<file path="src/rtl/rr_alu_pkg.sv">
package rr_alu_pkg;

   typedef enum logic [7:0] {
      OPC_AND = 8'h14,
      OPC_OR  = 8'h16,
      OPC_XOR = 8'h17,
      OPC_CMP = 8'h19,
      OPC_SUB = 8'h1B,
      OPC_SRL = 8'h88,
      OPC_SLL = 8'h89,
      OPC_SRA = 8'h8A
   } opc_e;

   typedef enum logic [1:0] {
      CC_ZERO = 2'd0,
      CC_LOW  = 2'd1,
      CC_HIGH = 2'd2,
      CC_OVF  = 2'd3
   } cc_e;

   typedef enum logic [2:0] {
      FN_LOGIC,
      FN_SUB,
      FN_CMP,
      FN_SHIFT,
      FN_NONE
   } fn_e;

   typedef enum logic [1:0] {
      LG_AND,
      LG_OR,
      LG_XOR
   } lg_e;

   typedef enum logic [1:0] {
      SH_RL,
      SH_LL,
      SH_RA
   } sh_e;

   typedef struct packed {
      fn_e  fn;
      lg_e  lg;
      sh_e  sh;
      logic we;
      logic bad;
   } ctl_t;

endpackage

</file>
<file path="src/rtl/rr_alu_decode.sv">
module rr_alu_decode
   import rr_alu_pkg::*;
(
   input  logic [7:0] opcode,
   output ctl_t       ctl
);

   always_comb begin
      ctl.fn  = FN_NONE;
      ctl.lg  = LG_AND;
      ctl.sh  = SH_RL;
      ctl.we  = 1'b0;
      ctl.bad = 1'b0;
      case (opcode)
         OPC_AND: begin ctl.fn = FN_LOGIC; ctl.lg = LG_AND; ctl.we = 1'b1; end
         OPC_OR:  begin ctl.fn = FN_LOGIC; ctl.lg = LG_OR;  ctl.we = 1'b1; end
         OPC_XOR: begin ctl.fn = FN_LOGIC; ctl.lg = LG_XOR; ctl.we = 1'b1; end
         OPC_SUB: begin ctl.fn = FN_SUB;   ctl.we = 1'b1; end
         OPC_CMP: begin ctl.fn = FN_CMP;   ctl.we = 1'b0; end
         OPC_SRL: begin ctl.fn = FN_SHIFT; ctl.sh = SH_RL;  ctl.we = 1'b1; end
         OPC_SLL: begin ctl.fn = FN_SHIFT; ctl.sh = SH_LL;  ctl.we = 1'b1; end
         OPC_SRA: begin ctl.fn = FN_SHIFT; ctl.sh = SH_RA;  ctl.we = 1'b1; end
         default: ctl.bad = 1'b1;
      endcase
   end

endmodule

</file>
<file path="src/rtl/rr_alu_arith.sv">
module rr_alu_arith
   import rr_alu_pkg::*;
#(
   parameter int W = 32
) (
   input  logic [W-1:0] a,
   input  logic [W-1:0] b,
   output logic [W-1:0] diff,
   output cc_e          cc_sub,
   output cc_e          cc_cmp
);

   logic ovf;
   logic less;

   always_comb begin
      diff = a - b;
      ovf  = (a[W-1] != b[W-1]) && (diff[W-1] != a[W-1]);
      less = diff[W-1] ^ ovf;

      if (ovf)
         cc_sub = CC_OVF;
      else if (diff == '0)
         cc_sub = CC_ZERO;
      else if (diff[W-1])
         cc_sub = CC_LOW;
      else
         cc_sub = CC_HIGH;

      if (a == b)
         cc_cmp = CC_ZERO;
      else if (less)
         cc_cmp = CC_LOW;
      else
         cc_cmp = CC_HIGH;
   end

endmodule

</file>
<file path="src/rtl/rr_alu_logic.sv">
module rr_alu_logic
   import rr_alu_pkg::*;
#(
   parameter int W = 32
) (
   input  logic [W-1:0] a,
   input  logic [W-1:0] b,
   input  lg_e          lg,
   output logic [W-1:0] y,
   output cc_e          cc_y
);

   always_comb begin
      case (lg)
         LG_OR:   y = a | b;
         LG_XOR:  y = a ^ b;
         default: y = a & b;
      endcase
      cc_y = (y == '0) ? CC_ZERO : CC_LOW;
   end

endmodule

</file>
<file path="src/rtl/rr_alu_shift.sv">
module rr_alu_shift
   import rr_alu_pkg::*;
#(
   parameter int W      = 32,
   parameter int AW     = 6,
   parameter bit STAGED = 1'b1
) (
   input  logic [W-1:0]  x,
   input  logic [AW-1:0] amt,
   input  sh_e           sh,
   output logic [W-1:0]  y
);

   localparam int LW = $clog2(W);

   logic fill;
   logic over;

   assign fill = (sh == SH_RA) & x[W-1];
   assign over = |amt[AW-1:LW];

   generate
      if (STAGED) begin : g_staged
         logic          left;
         logic [W-1:0]  xin;
         logic [W-1:0]  rsh;
         logic [W-1:0]  st [LW+1];

         assign left = (sh == SH_LL);

         always_comb begin
            for (int i = 0; i < W; i++)
               xin[i] = left ? x[W-1-i] : x[i];
         end

         assign st[0] = xin;

         for (genvar g = 0; g < LW; g++) begin : g_stage
            localparam int D = 1 << g;
            assign st[g+1] = amt[g] ? {{D{fill}}, st[g][W-1:D]} : st[g];
         end

         assign rsh = over ? {W{fill}} : st[LW];

         always_comb begin
            for (int i = 0; i < W; i++)
               y[i] = left ? rsh[W-1-i] : rsh[i];
         end
      end else begin : g_flat
         always_comb begin
            if (over)
               y = {W{fill}};
            else begin
               case (sh)
                  SH_LL:   y = x << amt[LW-1:0];
                  SH_RA:   y = W'($signed(x) >>> amt[LW-1:0]);
                  default: y = x >> amt[LW-1:0];
               endcase
            end
         end
      end
   endgenerate

endmodule

</file>
<file path="src/rtl/rr_exec_alu.sv">
module rr_exec_alu
   import rr_alu_pkg::*;
#(
   parameter int XLEN         = 32,
   parameter int SHAMT_W      = 6,
   parameter bit STAGED_SHIFT = 1'b1
) (
   input  logic            clk,
   input  logic            rst_n,
   input  logic [7:0]      opcode,
   input  logic [XLEN-1:0] rs_a,
   input  logic [XLEN-1:0] rs_b,
   output logic [XLEN-1:0] result,
   output logic            rd_we,
   output logic [1:0]      cc,
   output logic            bad_op
);

   localparam int               LW   = $clog2(XLEN);
   localparam logic [SHAMT_W:0] XLIM = (SHAMT_W + 1)'(XLEN);

   generate
      if (XLEN < 8 || (XLEN & (XLEN - 1)) != 0) begin : g_chk_xlen
         $error("XLEN must be a power of two of at least 8");
      end
      if (SHAMT_W <= LW) begin : g_chk_shw
         $error("SHAMT_W must exceed log2(XLEN)");
      end
   endgenerate

   ctl_t            ctl;
   logic [XLEN-1:0] diff;
   logic [XLEN-1:0] lg_y;
   logic [XLEN-1:0] sh_y;
   cc_e             cc_sub;
   cc_e             cc_cmp;
   cc_e             cc_lg;
   cc_e             cc_sh;
   cc_e             cc_nxt;
   cc_e             cc_q;

   rr_alu_decode u_dec (
      .opcode (opcode),
      .ctl    (ctl)
   );

   rr_alu_arith #(.W(XLEN)) u_arith (
      .a      (rs_a),
      .b      (rs_b),
      .diff   (diff),
      .cc_sub (cc_sub),
      .cc_cmp (cc_cmp)
   );

   rr_alu_logic #(.W(XLEN)) u_logic (
      .a    (rs_a),
      .b    (rs_b),
      .lg   (ctl.lg),
      .y    (lg_y),
      .cc_y (cc_lg)
   );

   rr_alu_shift #(.W(XLEN), .AW(SHAMT_W), .STAGED(STAGED_SHIFT)) u_shift (
      .x   (rs_a),
      .amt (rs_b[SHAMT_W-1:0]),
      .sh  (ctl.sh),
      .y   (sh_y)
   );

   always_comb begin
      if (sh_y == '0)
         cc_sh = CC_ZERO;
      else if (sh_y[XLEN-1])
         cc_sh = CC_LOW;
      else
         cc_sh = CC_HIGH;
   end

   always_comb begin
      result = '0;
      cc_nxt = cc_q;
      case (ctl.fn)
         FN_LOGIC: begin result = lg_y; cc_nxt = cc_lg;  end
         FN_SUB:   begin result = diff; cc_nxt = cc_sub; end
         FN_CMP:   begin cc_nxt = cc_cmp; end
         FN_SHIFT: begin result = sh_y; cc_nxt = cc_sh;  end
         default:  begin end
      endcase
   end

   always_ff @(posedge clk or negedge rst_n) begin
      if (!rst_n)
         cc_q <= CC_ZERO;
      else if (!ctl.bad)
         cc_q <= cc_nxt;
   end

   assign rd_we  = ctl.we;
   assign bad_op = ctl.bad;
   assign cc     = cc_q;

   a_r4_cmp_no_write: assert property (@(posedge clk) disable iff (!rst_n)
      (opcode == OPC_CMP) |-> (!rd_we && result == '0));

   a_r10_bad_no_write: assert property (@(posedge clk) disable iff (!rst_n)
      bad_op |-> !rd_we);

   a_r10_bad_keeps_cc: assert property (@(posedge clk) disable iff (!rst_n)
      bad_op |=> $stable(cc));

   a_r2_ovf_from_sub: assert property (@(posedge clk) disable iff (!rst_n)
      (cc == CC_OVF && !$stable(cc)) |-> ($past(opcode) == OPC_SUB));

   a_r5_logic_cc_range: assert property (@(posedge clk) disable iff (!rst_n)
      (opcode == OPC_AND || opcode == OPC_OR || opcode == OPC_XOR) |=> (cc[1] == 1'b0));

   a_r8_sra_saturate: assert property (@(posedge clk) disable iff (!rst_n)
      (opcode == OPC_SRA && {1'b0, rs_b[SHAMT_W-1:0]} >= XLIM)
         |-> (result == {XLEN{rs_a[XLEN-1]}}));

   a_r7_logic_shift_saturate: assert property (@(posedge clk) disable iff (!rst_n)
      ((opcode == OPC_SRL || opcode == OPC_SLL) && {1'b0, rs_b[SHAMT_W-1:0]} >= XLIM)
         |-> (result == '0));

endmodule

</file>
<file path="config.mk">
export PLATFORM = sky130hd
export DESIGN_NAME = rr_exec_alu
export DESIGN_NICKNAME = d
export VERILOG_FILES = /design/src/rtl/rr_alu_pkg.sv /design/src/rtl/rr_alu_decode.sv /design/src/rtl/rr_alu_arith.sv /design/src/rtl/rr_alu_logic.sv /design/src/rtl/rr_alu_shift.sv /design/src/rtl/rr_exec_alu.sv
export SDC_FILE = /design/constraint.sdc
export NUM_CORES = 1
export LEC_CHECK = 0
export BUFFER_PORTS_ARGS = -buffer_cell sky130_fd_sc_hd__buf_2
export CAP_MARGIN = 40
export CORE_MARGIN = 2
export CORE_UTILIZATION = 56
export CTS_BUF_LIST = sky130_fd_sc_hd__clkbuf_8
export DETAILED_ROUTE_END_ITERATION = 12
export HOLD_SLACK_MARGIN = 0.12
export PLACE_DENSITY_LB_ADDON = 0.15
export SYNTH_ARGS = -nofsm -noshare
export SYNTH_HDL_FRONTEND = slang
export SYNTH_SLANG_ARGS = --single-unit
</file>
<file path="constraint.sdc">
create_clock -name clk -period 4.4 [get_ports clk]
set_input_delay 0.22 -clock clk [delete_from_list [all_inputs] [get_ports clk]]
set_output_delay 0.22 -clock clk [all_outputs]
set_load 0.01 [all_outputs]
</file>
## After elaboration in Yosys (flattened, before gate mapping)

Cells that the tools add are included.

| operators by class | value |
|---|---|
| multiply operators | 0 |
| reductions and logical operators | 11 |
| divide/modulo/power cells | 0 |
| multiplexer cells | 86 |
| order comparisons | 0 |
| add/sub/neg operators | 1 |
| eq/ne operators | 18 |
| bitwise operators | 5 |
| shift-type cells | 0 |

Operators by type and width:

| kind | number |
|---|---|
| 32-bit two-way mux | 6 |
| 32-bit logical NOT | 3 |
| 32-bit case mux with 3 select lines | 1 |
| 1-bit two-way mux | 67 |
| 32-bit case mux with 2 select lines | 1 |
| 8-bit by 5-bit equality test with 1-bit output (second input constant) | 5 |
| 32-bit AND | 1 |
| 32-bit equality test | 1 |
| 32-bit bitwise OR | 1 |
| 32-bit subtractor | 1 |
| 32-bit XOR | 1 |
| 8-bit equality test (second input constant) | 3 |
| 2-bit two-way mux | 7 |
| 3-bit case mux with 4 select lines | 1 |
| 2-bit case mux with 2 select lines | 2 |
| 2-bit case mux with 4 select lines | 1 |
| 8-bit OR reduction | 1 |
| 7-bit OR reduction | 1 |
| 3-bit by 2-bit equality test with 1-bit output (second input constant) | 2 |
| 3-bit OR reduction | 2 |
| 2-bit by 1-bit equality test with 1-bit output (second input constant) | 2 |
| 2-bit equality test (second input constant) | 2 |
| 4-bit nonzero test | 1 |
| 3-bit by 1-bit equality test with 1-bit output (second input constant) | 1 |
| other kinds (6) | 7 |

| word-level totals | value |
|---|---|
| input port bits | 74 |
| bits in writable memories | 0 |
| bits in read-only memories | 0 |
| memories | 0 |
| output and inout bits | 36 |
| register bits after elaboration | 2 |
| latch bits | 0 |
| word-level logic and storage cells | 122 |

## Logic depth before layout (Yosys ltp)

Gate-level depths: netlist of the first run.

| depth | value |
|---|---|
| depth after elaboration | 14 |
| mapped depth | 24 |
| gate-level depth less buffers | 22 |

## Modules after synthesis

A second synthesis of the first run with hierarchy kept.

| unflattened totals | value |
|---|---|
| cell total of the unflattened synthesis | 1187 |
| area, all modules | 8319.2 um^2 |

By module, submodules not included:

| module | seq. area each (um^2) | instances | area each (um^2) | cells an instance |
|---|---|---|---|---|
| rr_alu_shift | 0.0 | 1 | 2834.0 | 346 |
| rr_alu_arith | 0.0 | 1 | 2324.7 | 363 |
| rr_alu_logic | 0.0 | 1 | 1968.1 | 288 |
| rr_exec_alu | 50.0 | 1 | 1007.2 | 167 |
| rr_alu_decode | 0.0 | 1 | 185.2 | 23 |

## Least setup slack after synthesis of the first run

Ideal clock, no wire load.

| timing | value |
|---|---|
| path kind | input to register |
| start point | input rs_b[2] |
| end point | register cc_q[1] (netlist: cc[1]) |
| cell stages on the path | 24 |
| library setup time | 0.131 ns |
| path buffers | 3 |
| path slack | -1.096 ns |
| data required time | 4.269 ns |
| data arrival time | 5.364 ns |
| cell sequence | clkbuf_1 inv_2 buf_2 buf_1 ha_1 nor3_1 nand2_1 a2111o_1 a31oi_1 a31oi_1 o31ai_2 a31oi_1 o21bai_1 a21oi_1 fa_1 xnor2_1 and3_1 a211oi_1 nor2b_1 nand4_1 and4b_1 and3_1 a41oi_1 or3_1 |

| on the way | value |
|---|---|
| longest elaborated chain between the ends | 8 |
| elaborated cells on any way between the ends | 51 |
| those cells by class | add/sub (1); eq/ne (2); mux (44); bitwise (1); reduce/logical (3) |

RTL lines:

| element | line | source |
|---|---|---|
| start, declared | rr_exec_alu.sv:12 | `input logic [XLEN-1:0] rs_b,` |
| branches (longest 7 deep; another with 32-bit subtractor) | - |  |
| 2-bit case mux with 4 select lines (*) | rr_exec_alu.sv:82 | `case (ctl.fn)` |
| end signal, assigned | rr_exec_alu.sv:95 | `cc_q <= cc_nxt;` |
| end, declared | rr_exec_alu.sv:40 | `cc_e cc_q;` |

Mark *: on every way between the ends.
A chain may end at the register's enable or synchronous reset.

## Worst setup path in the final report of the first run

| timing | value |
|---|---|
| start point | input rs_a[6] |
| end point | register cc_q[1] (netlist: cc[1]) |

| on the way | value |
|---|---|
| longest elaborated chain between the ends | 11 |
| elaborated cells on any way between the ends | 55 |
| those cells by class | add/sub (1); eq/ne (2); mux (48); bitwise (1); reduce/logical (3) |

RTL lines:

| element | line | source |
|---|---|---|
| start, declared | rr_exec_alu.sv:11 | `input logic [XLEN-1:0] rs_a,` |
| branches (longest 10 deep; another with 32-bit subtractor) | - |  |
| 2-bit case mux with 4 select lines (*) | rr_exec_alu.sv:82 |  |

Marks and branches as above.

==> results.cfg, run 1 <==
[global_routing]
grt.total_usage = 0.517
grt_pass1_vias = 11200
grt_pass1_wl_microns = 64900
grt_max_degree = 66
overflow = 0
antenna_found_initial = 1

[synth]
yosys-top-cells-area = ha_1 14%, mux2i_1 8.7%, a21oi_1 6.3%
yosys.cell_count.top_type = nor2_1
syn_inst = 1261
yosysSeqAreaShare = 0.00581
syn_nets = 1435
synth_common_cells = 132 x nor2_1, 124 x inv_1, 109 x a21oi_1, 98 x ha_1, 88 x nand2_1
yosysTopAreaCell = ha_1
yosys.cell_types.count = 91
synth_top_area_share = 0.142
netlist_area_sq_mm = 0.00862
ys_ff_latch = 2
synth_ff_type = dfrtp_1
synth_edf_count = 0
syn_avg_cell_area_sq_um = 6.83
synth_warnings = 0
async_flop_share = 1.00

[layout]
register_area_sq_um = 50.0
post-route-util = 0.718
fin_nets = 1665
area_delta_synth_final_pct = 26.1
largest_reg_flops = 2
multi_input_area_sq_mm = 0.00789
final_cells = 1678
drive_gt1_frac = 0.279
fillCellCount = 1228

[pwr]
power_mw = 1.36
ir_drop_v = 0.0000918
leakage_nw = 5.06
power_density_mw_per_mm2 = 125

[route]
drc_errors = 0
avgViaCountPerCell = 7.17
wl_microns = 43400
antenna_left = 0
vias = 12000
dr.pass1.iters = 6
initialDrtViolationCount = 2074
wl_per_cell_microns = 25.9

[floorplan]
core_sq_mm = 0.0151
num_rows = 45
die_x_microns = 128
die_h_microns = 128
io_pins = 110
start_util = 0.569
die_area_sq_mm = 0.0164

[placed_design]
port-buffer-count = 109
placed_cells = 1669
dp_hpwl_microns = 33900
gp_congestion = 1.14
pre_cts_ws_ns = -0.877

[run_status]
violations = setup timing
status = complete, but fails checks

[timing]
worst_pin_slew_ns = 0.849
whs_ns = 0.343
max_slew_margin = 0.434
skew_ns = 0
rsz0062_at_grt = yes
slew_viol_final = 0
fmax_mhz = 209
setup_viol = 1
period_share = 1.09
period_needed_ns = 4.78
hold_viol = 0
setup_ws_ns = -0.375

[clock_network]
root_buffer = clkbuf_8
ctsLongestPathBuffers = 2
clk_pin_slew_worst_paths_ns = 0.03
numClockSinks = 2
cts_tree = yes
numCtsBuffers = 3
htree_levels = 1
clock_latency_ns = 0.22

[critical_path]
required_ns = 4.48
crit_chain = buf_2 -> inv_1 -> ha_1 -> or4_4 -> a2111o_1 -> a31oi_4 -> a31oi_4 -> o31ai_4 -> a31oi_2 -> o21bai_1 -> a21oi_2 -> fa_2 -> and4b_1 -> nand3_1 -> a211o_1 -> a2111oi_4 -> nand4_1 -> o311a_1 -> or3_1
critPathKind = primary input to flip-flop
slowest_delay_ns = 0.60
critical_path_arrival_ns = 4.86
cp_max_fo = 3
crit_path_frequent_cell = a31oi_4
crit_slowest_cell = fa_2
cp-end-kind = flip-flop
rr_worst_depth = 8
startpoint_type = primary input

[hold_path]
worst_hold_path_type = primary input to asynchronous set/reset pin

[job]
cap_violations = 0
-- where the power goes --
group / internal [mW] / switching [mW] / total, mW
combinational: 0.507 / 0.752 / 1.26
sequential: 0.0245 / 0.00419 / 0.0287
clock: 0.0582 / 0.0182 / 0.0764
total: 0.590 / 0.774 / 1.36
-- cells by family (layout without fill, tap and decap cells) --
logic type               after synthesis  count (layout)  synth area share
AO/OA/AOI/OAI                        403             403             0.323
XOR/XNOR                              29              29            0.0295
adder cells (fa/ha/maj)              100             100             0.147
buffers and inverters                215             443             0.101
flip-flops                             2               2           0.00581
multiplexers                         125             125             0.168
other                                  0               1                 0
AND/OR/NAND/NOR                      387             387             0.226
-- per-stage QoR --
stage	area [sq um]	setup TNS [ns]
floorplan	8730	-0.531
global placement	10600	-0.800
detailed placement	10600	-1.08
CTS	10800	-0.327
global route	10900	-0.477
finish	10900	-0.375
-- critical path: cells and delay by family --
kind | cells | cell delay (ns)
AOI/OAI and AO/OA | 10 | 2.27
adders and majority gates | 2 | 0.91
buffers and inverters | 2 | 0.18
and+or+nand+nor | 5 | 1.27
-- area by class of cell --
type | count | area share
Inverter | 126 | 0.0449
Clock buffer | 3 | 0.00380
Tap cell | 188 | 0.0216
Multi-Input combinational cell | 1044 | 0.726
Sequential cell | 2 | 0.00461
Timing Repair Buffer | 314 | 0.199
Antenna cell | 1 | 0.000230
-- what timing repair did --
action                                  in CTS  in global routing
endpoints found under the setup margin       2                  1
hold buffers                                 1                  0
resized for setup                           13                 14
pin swaps                                    9                  4
hold endpoints to repair                     2                  0
buffers inserted                             2                  1
-- metal layers --
metal / GRT usage / up-vias / share of wire
li1: - / 5134 / -
met2: 0.772 / 1162 / 0.40
met4: 0.328 / 0 / 0.093
met1: 0.644 / 5428 / 0.35
met3: 0.160 / 303 / 0.15
met5: 0 / - / 0
-- worst paths after layout --
kind	from	slack [ns]	end
worst max-delay path	rs_a[6]	-0.38	cc[1]
min in group clk	cc[0]	0.55	cc[0]
worst min register to register	cc[0]	0.55	cc[0]
worst max register to register	cc[1]	2.29	cc[1]
max in group asynchronous	rst_n	3.95	cc[1]
worst min-delay path	rst_n	0.34	cc[0]
-- layout by cell type, fill, tap and decap left out, types with 9 or more instances in the layout --
| master | n |
|---|---|
| xnor2_1 | 22 |
| o21bai_1 | 12 |
| nor4_1 | 12 |
| buf_2 | 105 |
| a211oi_1 | 14 |
| or3_1 | 9 |
| nand4_1 | 14 |
| nand3_1 | 27 |
| o21ai_0 | 52 |
| buf_4 | 202 |
| mux4_2 | 12 |
| o221ai_1 | 19 |
| mux2i_1 | 75 |
| o211ai_1 | 19 |
| nand2_1 | 88 |
| inv_1 | 117 |
| nor2_1 | 130 |
| o22ai_1 | 12 |
| mux2_2 | 38 |
| nor2b_1 | 13 |
| a21oi_1 | 108 |
| a22oi_1 | 43 |
| a221oi_1 | 9 |
| nand2b_1 | 13 |
| nor3_1 | 24 |
| ha_1 | 90 |
No activity file was read; power rests on OpenSTA's default activity.
==> run 2: changes to the inputs <==
--- a/config.mk
+++ b/config.mk
@@ -8,7 +8,7 @@
 export BUFFER_PORTS_ARGS = -buffer_cell sky130_fd_sc_hd__buf_2
 export CAP_MARGIN = 40
 export CORE_MARGIN = 2
-export CORE_UTILIZATION = 56
+export CORE_UTILIZATION = 29
 export CTS_BUF_LIST = sky130_fd_sc_hd__clkbuf_8
 export DETAILED_ROUTE_END_ITERATION = 12
 export HOLD_SLACK_MARGIN = 0.12
==> run 2 against run 1 <==
The flow still finishes with violations (setup timing); global-route usage fell by 21 points; critical path depth rose by 4; combinational power barely moved; setup slack improved by 0.0035 ns; final cell count rose by 14%; sequential share of layout area barely moved; die area rose by 90%; first-iteration DRC count fell by 36%; largest cell class unchanged.
==> results.cfg, run 2 (synthesized netlist as in run 1, its figures left out) <==
[global_routing]
grt_max_degree = 63
busiest_layer = met2
use_met1 = 0.416
use_met3 = 0.0312
grt_pass1_wl_microns = 71500
overflow = 0
grt.total_usage = 0.306
grt_use_met2 = 0.482
grt_pass1_vias = 10800
antenna_found_initial = 0

[timing]
period_needed_ns = 4.77
fmax_mhz = 210
hold_viol = 0
max_slew_margin = 0.385
period_share = 1.08
setup_ws_ns = -0.372
slew_viol_final = 0
setup_tns_ns = -0.412
setup_viol = 2
rsz0062_at_grt = yes
worst_pin_slew_ns = 0.921
skew_ns = 0

[clock_network]
numClockSinks = 2
clock_latency_ns = 0.21
numCtsBuffers = 3
root_buffer = clkbuf_8
clk_pin_slew_worst_paths_ns = 0.03
htree_levels = 1
cts_tree = yes
ctsLongestPathBuffers = 2

[critical_path]
crit_chain = buf_2 -> inv_1 -> ha_1 -> or4_4 -> a2111o_1 -> a31oi_1 -> buf_4 -> a31oi_4 -> o31ai_4 -> a31oi_2 -> o21bai_1 -> a21oi_2 -> fa_1 -> buf_4 -> xnor2_1 -> and3_1 -> a211oi_2 -> nor2b_1 -> nand4_1 -> and4b_1 -> and3_1 -> a41oi_1 -> or3_1
required_ns = 4.47
startpoint_type = primary input
cp_max_fo = 3
critical_path_arrival_ns = 4.85
critPathKind = primary input to flip-flop
cp-end-kind = flip-flop
crit_slowest_cell = or4_4
slowest_delay_ns = 0.49

[pwr]
ir_drop_v = 0.0000819
power_density_mw_per_mm2 = 123
leakage_nw = 5.26

[route]
wl_microns = 48700
dr.pass1.iters = 8
antenna_left = 0
initialDrtViolationCount = 1321
drc_errors = 0
avgViaCountPerCell = 5.94
vias = 11400
wl_per_cell_microns = 25.4

[layout]
stdcell_area_sq_mm = 0.0113
diodes = 0
largest_reg_flops = 2
drive_gt1_frac = 0.294
area_delta_synth_final_pct = 31.5
final_cell_mix = 240 x buf_4, 130 x nor2_1, 120 x inv_1
layout_commonest_cell = buf_4
fin_nets = 1705

[run_status]
status = complete, but fails checks
violations = setup timing

[placed_design]
gp_congestion = 0.974
port-buffer-count = 109
placed_area_sq_mm = 0.0111
dp_hpwl_microns = 40400

[floorplan]
die_h_microns = 176
io_pins = 110
start_util = 0.292
die_x_microns = 176
die_area_sq_mm = 0.0311
core_sq_mm = 0.0295
num_rows = 63

[hold_path]
worst_hold_path_type = primary input to asynchronous set/reset pin

[job]
cap_violations = 0
==> run 2: cell count changes in the layout (fill, tap and decap cells not counted), sizes merged <==
cell | previous run | this run
buf | 313 | 353
diode | 1 | 0
==> run 2: layout make-up <==
type                            instances  area (sq um)
Inverter                              126           482
Timing Repair Buffer                  354          2440
Sequential cell                         2          50.0
Clock buffer                            3          41.3
Multi-Input combinational cell       1044          7830
Tap cell                              390           488
Fill cell                            3293         18200
==> run 2: layer usage <==
layer  vias up  part of all wire
met2       635              0.44
met1      5433              0.42
met3       106             0.081
met4         0             0.059
li1       5221                 -
met5         -                 0
==> run 2: worst paths after layout <==
kind	startpoint	endpoint	slack [ns]	cells past startpoint
setup reg to reg	cc[1]	cc[1]	2.30	8
setup / recovery	rs_a[7]	cc[1]	-0.37	23
hold reg to reg	cc[0]	cc[0]	0.48	2
hold / removal	rst_n	cc[0]	0.33	2
max in group asynchronous	rst_n	cc[1]	3.96	2
min in group clk	cc[0]	cc[0]	0.48	2
==> run 2: critical path, delay by kind of cell <==
family                     cells  cell delay [ns]
buffers and inverters          4             0.45
xor gates and xnor gates       1             0.11
AOI/OAI and AO/OA              9             1.56
adders and majority gates      2             0.80
and+or+nand+nor                7             1.70
==> run 2: what timing repair did <==
| item | 4_1_cts | 5_1_grt |
|---|---|---|
| gates cloned | 0 | 0 |
| pin swaps | 9 | 0 |
| endpoints found under the setup margin | 2 | 8 |
| hold endpoints to repair | 2 | 0 |
| setup buffers | 12 | 0 |
| hold buffers | 1 | 0 |
| resized for setup | 8 | 6 |
==> run 2: report_power, final <==
part           switching (mW)  internal [mW]
clock                  0.0140         0.0578
combinational           0.762          0.527
sequential            0.00361         0.0244
total                   0.780          0.610
==> run 2: metrics by stage <==
stage               utilization  hold WS [ns]  setup WS (ns)  total power [mW]  cells
finish                    0.384         0.333         -0.372              1.39   1919
global route              0.384         0.360         -0.645              1.47   1919
CTS                       0.383         0.335         -0.287              1.36   1919
detailed placement        0.377        0.0191         -0.860              1.25   1903
global placement          0.377        0.0228         -0.803              1.26   1902
floorplan                     -       -0.0756         -0.531             0.697   1261
==> run 3: changes to the inputs <==
--- a/config.mk
+++ b/config.mk
@@ -7,12 +7,13 @@
 export LEC_CHECK = 0
 export BUFFER_PORTS_ARGS = -buffer_cell sky130_fd_sc_hd__buf_2
 export CAP_MARGIN = 40
-export CORE_MARGIN = 2
-export CORE_UTILIZATION = 29
+export CORE_MARGIN = 1
+export CORE_UTILIZATION = 56
 export CTS_BUF_LIST = sky130_fd_sc_hd__clkbuf_8
 export DETAILED_ROUTE_END_ITERATION = 12
 export HOLD_SLACK_MARGIN = 0.12
 export PLACE_DENSITY_LB_ADDON = 0.15
 export SYNTH_ARGS = -nofsm -noshare
 export SYNTH_HDL_FRONTEND = slang
+export SYNTH_HIERARCHICAL = 1
 export SYNTH_SLANG_ARGS = --single-unit
==> run 3 against run 2 <==
The flow finishes with violations (DRC, setup timing); cell area is 9.3% lower; register-to-register slack better by 1.3 ns; synthesized cell count is 5.9% lower; combinational power is 10% lower; utilization is 32 points higher; via count is 8.7% lower; critical endpoint unchanged; highest routed layer unchanged.
==> results.cfg, run 3 <==
[timing]
period_share = 1.03
skew_ns = 0
period_needed_ns = 4.52
setup_ws_ns = -0.115
fmax_mhz = 221
max_slew_margin = 0.312
hold_viol = 0
slew_viol_final = 0
worst_pin_slew_ns = 1.03
rsz0062_at_grt = yes
setup_viol = 1

[layout]
fin_nets = 1550
post-route-util = 0.707
layout_commonest_cell = buf_4
fillCellCount = 1273
largest_reg_flops = 2
final_cell_mix = 150 x buf_4, 130 x inv_1, 118 x nor2_1
diodes = 0
stdcell_area_sq_mm = 0.0103
area_delta_synth_final_pct = 23.5
drive_gt1_frac = 0.277

[pwr]
net-switching-power_mw = 0.696
sw_frac_of_total = 0.553
leakage_nw = 4.79
combPwrFrac = 0.925
power_mw = 1.26
p_int_mw = 0.562
p_seq_frac = 0.016
power_density_mw_per_mm2 = 123
clkPwrFrac = 0.059
ir_drop_v = 0.0000788

[synth]
yosys.cell_count.top_type = inv_1
synthMuxAreaShare = 0.192
synth_edf_count = 0
synth_common_cells = 135 x inv_1, 120 x nor2_1, 110 x nand2_1, 97 x ha_1, 87 x a21oi_1
yosys.area_share.simple = 0.245
yosysSeqAreaShare = 0.00602
ys_ff_latch = 2
synth_top_area_share = 0.146
synth_fa_ha_area_frac = 0.151
syn_nets = 1360
synth_xor_area_frac = 0.0221
synth_ff_type = dfrtp_1
synth_warnings = 6
synth-compound-area-share = 0.270
syn_avg_cell_area_sq_um = 7.01
async_flop_share = 1.00
synth_top_family_by_area = compound AO/OA/AOI/OAI gates
yosys.cell_types.count = 99
netlist_area_sq_mm = 0.00832
syn_inst = 1187
yosys-top-cells-area = ha_1 15%, mux2i_1 7.1%, mux4_2 6.5%
yosysTopAreaCell = ha_1

[job]
cap_violations = 0

[critical_path]
required_ns = 4.48
rrSetupSlack_ns = 3.60
critPathBufInv = 1
slowest_delay_ns = 0.53
rr_worst_depth = 2
crit_start = rs_a[13]
crit_family = simple AND/OR/NAND/NOR gates
critPathKind = primary input to flip-flop
setup.worst_path.end = cc[1]
rr_startpoint = cc[1]
crit_slowest_cell = fa_1
cp_max_fo = 3
crit_chain = buf_4 -> ha_4 -> nand4_1 -> nor3_2 -> o211ai_1 -> a21oi_2 -> nand2b_4 -> o41ai_4 -> o21bai_1 -> a21oi_2 -> fa_1 -> nand4_1 -> or4_1 -> nor3_1 -> or4bb_1 -> or4_4 -> nor4_4 -> a22oi_2 -> mux2i_1 -> o211ai_1 -> o21ai_1 -> o31ai_1
path_depth = 22
startpoint_type = primary input
critical_path_arrival_ns = 4.60
cp-end-kind = flip-flop
reg2reg_to = cc[1]

[global_routing]
grt_max_degree = 44
grt_pass1_wl_microns = 51400
grt_pass1_vias = 9309
grt.total_usage = 0.447
antenna_found_initial = 0
overflow = 0

[floorplan]
die_h_microns = 124
core_sq_mm = 0.0145
die_x_microns = 124
io_pins = 110
start_util = 0.572
die_area_sq_mm = 0.0153
num_rows = 44

[route]
wl_per_cell_microns = 22.7
avgViaCountPerCell = 6.67
initialDrtViolationCount = 1406
antenna_left = 0
vias = 10400
wl_microns = 35400
dr.pass1.iters = 10
drc_errors = 1

[placed_design]
pre_cts_ws_ns = -0.438
dp_hpwl_microns = 28800
gp_congestion = 1.06
port-buffer-count = 109
placed_area_sq_mm = 0.00984

[run_status]
violations = DRC, setup timing
status = complete, but fails checks

[clock_network]
cts_tree = yes
htree_levels = 1
numClockSinks = 2
clk_pin_slew_worst_paths_ns = 0.03
root_buffer = clkbuf_8
clock_latency_ns = 0.21
ctsLongestPathBuffers = 2
numCtsBuffers = 3

[hold_path]
worst_hold_path_type = primary input to asynchronous set/reset pin
run 3: cell count changes in the layout (fill, tap and decap cells not counted), moves of 12 or more:
cell and change:
mux4_2 +12, buf_4 -90, nand2b_1 +16, a31oi_1 +20, mux2i_1 -16, mux2_2 -21, nor3_1 -12, a21oi_1 -27
nor2b_1 +12, nand2_1 +22, nor2_1 -12, o221ai_1 -16
run 3: what timing repair did:
action,in CTS,in global routing
endpoints found under the setup margin,1,1
gates resized for setup,35,18
hold endpoints to repair,2,0
pin swaps,15,7
hold buffers,1,0
buffers inserted,4,1
run 3: per-layer routing:
metal  GRT usage  up-vias  routed length [microns]
met5           0        -                        0
met4       0.275        0                     2380
met3      0.0705      147                     4100
met1       0.568     4794                    13400
li1            -     4679                        -
met2       0.707      779                    15500
run 3: power by group through the flow:
stage | Clock, mW | Sequential (mW) | Combinational [mW]
floorplan | 0 | 0.0207 | 0.622
CTS | 0.0742 | 0.0205 | 1.09
detailed placement | 0 | 0.0206 | 1.05
global placement | 0 | 0.0206 | 1.04
finish | 0.0738 | 0.0206 | 1.16
global route | 0.0759 | 0.0206 | 1.23
run 3: worst register-to-register path, stage by stage, from the launching register on:
cell and delay [ns]:
dfrtp_1 0.42, o21ai_1 0.15, o31ai_1 0.09
run 3: area by class of cell:
| class | count | area (sq um) | share of cell area |
|---|---|---|---|
| clock buffer | 3 | 41.3 | 0.00402 |
| inverter | 137 | 519 | 0.0506 |
| multi-input combinational | 972 | 7680 | 0.747 |
| sequential | 2 | 50.0 | 0.00487 |
| tap | 184 | 230 | 0.0224 |
| timing repair buffer | 261 | 1750 | 0.171 |
run 3: how the worst min path moves through the flow:
stage                 end  cells past startpoint   from  slack (ns)
CTS                 cc[1]                      2  rst_n        0.34
finish              cc[1]                      2  rst_n        0.33
detailed placement  cc[0]                      1  rst_n        0.02
global placement    cc[0]                      1  rst_n        0.02
global route        cc[0]                      2  rst_n        0.36
floorplan           cc[0]                      0  rst_n       -0.08
run 3: cells by family (layout without fill, tap and decap cells):
logic type,count (synthesis),in the layout
adder cells (fa/ha/maj),99,99
flip-flops,2,2
XOR/XNOR,21,21
multiplexers,111,111
other,1,1
buffers and inverters,213,401
AND/OR/NAND/NOR,409,409
AO/OA/AOI/OAI,331,331
run 3: metrics by stage:
| stage | hold WS, ns | setup TNS [ns] | std cells |
|---|---|---|---|
| 6_report | 0.332 | -0.115 | 1559 |
| 2_1_floorplan | -0.0756 | 0 | 1187 |
| 5_1_grt | 0.360 | -0.380 | 1559 |
| 4_1_cts | 0.335 | -0.176 | 1558 |
| 3_5_place_dp | 0.0204 | -0.438 | 1551 |
| 3_3_place_gp | 0.0235 | -0.348 | 1549 |
